$ cat config.mk
export PLATFORM = sky130hd
export DESIGN_NAME = parity_port_cascade
export DESIGN_NICKNAME = d
export VERILOG_FILES = /design/src/rtl/parity_port_pkg.sv /design/src/rtl/parity_port_stage.sv /design/src/rtl/parity_port_cascade.sv
export SDC_FILE = /design/constraint.sdc
export NUM_CORES = 1
export LEC_CHECK = 0
export BUFFER_PORTS_ARGS = -buffer_cell sky130_fd_sc_hd__buf_2
export CORE_AREA = 2 2 39 41
export DETAILED_ROUTE_END_ITERATION = 10
export DIE_AREA = 0 0 41 43
export GPL_TIMING_DRIVEN = 0
export PLACE_DENSITY = 0.54
export REMOVE_ABC_BUFFERS = 1
export SKIP_LAST_GASP = 1
export SLEW_MARGIN = 20
export SYNTH_ARGS = -nofsm -noshare
export SYNTH_HDL_FRONTEND = slang
export SYNTH_SLANG_ARGS = --single-unit
$ cat constraint.sdc
create_clock -name vclk -period 2.1
set_clock_uncertainty 0.1 [all_clocks]
set_input_delay 0.21 -clock vclk [all_inputs]
set_output_delay 0.21 -clock vclk [all_outputs]
set_load 0.01 [all_outputs]
$ cat src/rtl/parity_port_pkg.sv
package parity_port_pkg;
    timeunit 1ns;
    timeprecision 1ps;

    localparam int STAGE_LANES = 9;
    localparam int CHAIN_LANES = STAGE_LANES - 1;

    typedef struct packed {
        logic drive_val;
        logic drive_en;
        logic err_n;
    } stage_out_t;

    function automatic int stage_count(input int width);
        if (width <= STAGE_LANES) begin
            return 1;
        end
        return 1 + (width - STAGE_LANES + CHAIN_LANES - 1) / CHAIN_LANES;
    endfunction
endpackage

$ cat src/rtl/parity_port_stage.sv
module parity_port_stage
    import parity_port_pkg::*;
(
    input  logic                   pwr_ok,
    input  logic                   chk_mode,
    input  logic                   flip,
    input  logic [STAGE_LANES-1:0] lanes,
    input  logic                   pin_in,
    output stage_out_t             result
);
    timeunit 1ns;
    timeprecision 1ps;

    stage_out_t st_d;

    always_comb begin
        st_d.drive_val = ~(^lanes) ^ flip;
        st_d.drive_en  = pwr_ok && !chk_mode;
        st_d.err_n     = 1'b1;
        if (pwr_ok && chk_mode) begin
            st_d.err_n = (pin_in == st_d.drive_val);
        end
        result = st_d;


        tx_parity_chk: assert (st_d.drive_val ==
                               ((($countones(lanes) % 2) == 0) ^ flip));

        if (pwr_ok && !chk_mode) begin
            tx_no_err_chk: assert (st_d.err_n);
        end

        if (chk_mode) begin
            rx_release_chk: assert (!st_d.drive_en);
        end

        if (pwr_ok && chk_mode) begin
            rx_err_chk: assert (st_d.err_n ==
                                ((($countones({lanes, pin_in}) % 2) == 1) ^ flip));
        end

        if (!pwr_ok) begin
            pwr_hiz_chk: assert (!st_d.drive_en && st_d.err_n);
        end
    end
endmodule

$ cat src/rtl/parity_port_cascade.sv
module parity_port_cascade
    import parity_port_pkg::*;
#(
    parameter int DATA_W = 20
) (
    input  logic              pwr_ok,
    input  logic              chk_mode,
    input  logic              par_sel,
    input  logic [DATA_W-1:0] data,
    input  logic              pin_in,
    output logic              pin_out,
    output logic              pin_oe,
    output logic              err_n
);
    timeunit 1ns;
    timeprecision 1ps;

    localparam int  STAGES   = stage_count(DATA_W);
    localparam int  PAD_W    = STAGE_LANES + CHAIN_LANES * (STAGES - 1);
    localparam int  LAST     = STAGES - 1;
    localparam bit  EVEN_FIX = (STAGES % 2) == 0;

    logic [PAD_W-1:0]   padded_d;
    stage_out_t         res_d [STAGES];
    logic [STAGES-1:0]  spare_oe;
    logic [STAGES-1:0]  spare_err;
    logic               unused_spare;

    assign padded_d = PAD_W'(data);

    genvar k;
    generate
        for (k = 0; k < STAGES; k++) begin : g_stage
            logic [STAGE_LANES-1:0] lanes_d;
            logic                   mode_d;
            logic                   flip_d;
            logic                   pwr_d;
            logic                   pin_d;

            if (k == 0) begin : g_head
                assign lanes_d = padded_d[STAGE_LANES-1:0];
            end else begin : g_link
                assign lanes_d = {padded_d[STAGE_LANES + CHAIN_LANES*(k-1) +: CHAIN_LANES],
                                  res_d[k-1].drive_val};
            end

            if (k == LAST) begin : g_face
                assign mode_d = chk_mode;
                assign flip_d = par_sel ^ EVEN_FIX;
                assign pwr_d  = pwr_ok;
                assign pin_d  = pin_in;
            end else begin : g_inner
                assign mode_d = 1'b0;
                assign flip_d = 1'b0;
                assign pwr_d  = 1'b1;
                assign pin_d  = 1'b0;
            end

            parity_port_stage u_stage (
                .pwr_ok   (pwr_d),
                .chk_mode (mode_d),
                .flip     (flip_d),
                .lanes    (lanes_d),
                .pin_in   (pin_d),
                .result   (res_d[k])
            );

            assign spare_oe[k]  = res_d[k].drive_en;
            assign spare_err[k] = res_d[k].err_n;
        end
    endgenerate

    assign unused_spare = ^{spare_oe, spare_err};

    assign pin_out = res_d[LAST].drive_val;
    assign pin_oe  = res_d[LAST].drive_en;
    assign err_n   = res_d[LAST].err_n;
endmodule

==> summary.md <==
| Metric | Value |
|---|---|
| Status | `completed` |
| FF+latch count | `0` |
| Adder-cell share of the synthesized area | `0` |
| Critical Path Start Type | `primary input` |
| Mapped cell area | `230 sq um` |
| RSZ-0062 raised after global routing | `no` |
| Initial Util | `0.166` |
| Core area | `1380 sq um` |
| Final Max Slew Viols | `0` |
| Post-DP HPWL | `453 um` |
| NumNets Final | `76` |
| Synth top area cells | `xnor2_1 53%, xnor3_1 20%, xor2_1 15%` |
| Fin. Hold Viols | `0` |
| Layout cells sized above 1 | `0.560` |
| Port Buf Inserts | `27` |
| Syn Area/Cell | `10.0 sq um` |
| WL met1 | `177 um` |
| Final ANT Viol Nets | `0` |
| Post-synthesis cell count | `23` |
| Area Overhead vs Synth | `67.4%` |
| # resized after CTS | `0` |
| # fillers | `roughly 150` |
| CP max FO | `2` |
| Power, Total | `224 uW` |
| Pin count of the biggest net entering global routing | `3` |
| Seq/Total Area, Yosys | `0` |
| Pwr/cell area | `582 nW/um^2` |
| Clock buffers | `0` |
| DRT iter0 DRCs | `0` |
| Simple logic cell fraction of the synthesized area | `0.0489` |
| Cell family with the largest share of critical-path delay | `XOR/XNOR gates` |
| Fin area | `385 sq um` |
| Top Layer Used | `met3` |
| Final setup vio count | `0` |
| Placed Area | `385 sq um` |
| Area leader, netlist | `xnor2_1` |
| Diode count | `0` |
| Row count | `14` |
| Die Height | `43 um` |
| Slowest-stage cell, CP | `xnor3_1` |
| LEAKAGE | `0.194 nW` |
| CP required | `1790 ps` |
| Synth Area in Compound Gates | `0` |
| Maximum vdd drop | `0.234 mV` |
| GRT Residual Overflow | `0` |
| FMAX | `0.540 GHz` |
| Post-synthesis cell type count | `6` |
| Initial antenna violation count | `0` |
| Max_slew headroom | `0.823` |
| Met2 WL | `206 um` |
| Routed met3 length | `73 um` |
| Setup_tns | `0 ps` |
| Full die area | `1760 sq um` |
| Post-CTS Hold Buffers | `0` |
| Crit-path cells | `buf_2 > xor2_1 > xnor3_1 > xnor2_1 > xnor3_1 > nand3_1 > buf_2` |
| CP max stage delay | `around 470 ps` |
| Register area | `0 sq um` |
| Crit end category | `output pin` |
| Die width | `41 um` |
| Post-Synth XOR/XNOR Area | `0.951` |
| Number of global-route vias before repair | `200` |
| Post-route setup slack | `246 ps` |
| IO Pins | `27` |
| Mux cell area share after synthesis | `0` |
| Hold crit path type | `in2out` |
| Number of remaining DRC errors | `0` |
| Via count | `239` |
| Most frequent cell after synthesis | `xnor2_1` |
| Largest family of logic cells by synthesized area | `XOR/XNOR gates` |
| Clock period minus worst slack | `1850 ps` |
| Synth warnings | `0` |
| Worst path bufs/invs | `2` |
| Routed vias/inst | `3.62` |
| WL/cell | `~6.9 um` |
| DRT Pass-1 Iters | `1` |
| WHS Path Cells | `3` |
| Worst Max-Slew Pin Slew | `264 ps` |
| Crit path DAT | `1540 ps` |
| Share of the synthesized area in the top cell type | `0.533` |
| Routed WL | `457 um` |
| RePlAce Congestion | `0.551` |
| Multi-input gate area | `230 sq um` |
| Post-CTS Setup Inserts | `0` |
| Crit path kind | `in2out` |
| CP Depth | `7` |
| Total GRT Usage | `0.0451` |
| Max Cap Viol | `0` |
| Global-route wire length before repair | `between 500 and 600 um` |
| Final period utilization | `0.883` |
| Commonest cells post-synth | `14 x xnor2_1, 4 x xor2_1, 2 x xnor3_1` |
| Pre-CTS WS | `230 ps` |
[layer usage]
layer  track usage  vias up
met3             0        0
met1        0.0479       93
met2        0.0938       20
li1              -      126
met4             0        0
met5             0        -
[layout by cell type, fill, tap and decap left out]
cell	instances
xnor3_1	2
nand3_1	1
xnor2_2	1
nor2b_1	1
xnor2_1	14
buf_2	27
xor2_1	4
[report_power, final]
part	total, mW	switching, mW	leakage (nW)	internal [mW]
logic	0.224	0.0874	0.194	0.137
registers	0	0	0	0
clock network	0	0	0	0
[metrics by stage]
step                      cells  hold WS, ps   util
after detailed placement     66          566  0.278
after floorplan              23          366      -
after CTS                    66          566  0.278
after global placement       66          565  0.278
final                        66          565  0.278
after global routing         66          588  0.278
[logic make-up after synthesis]
logic type / count (synthesis)
xor gates and xnor gates: 21
and+or+nand+nor: 2
[final cells by class]
type,count,share of cell area
tap,16,0.0519
timing repair buffer,27,0.351
multi-input combinational,23,0.597
[tightest hold or removal path: stages]
cell	delay, ps
buf_2	90
nor2b_1	30
buf_2	130
[path summary, 6_finish.rpt]
| path | from | endpoint | slack [ps] |
|---|---|---|---|
| max | data[7] | err_n | 250 |
| min | chk_mode | pin_oe | 560 |
Power figures use the tool's default switching activity.
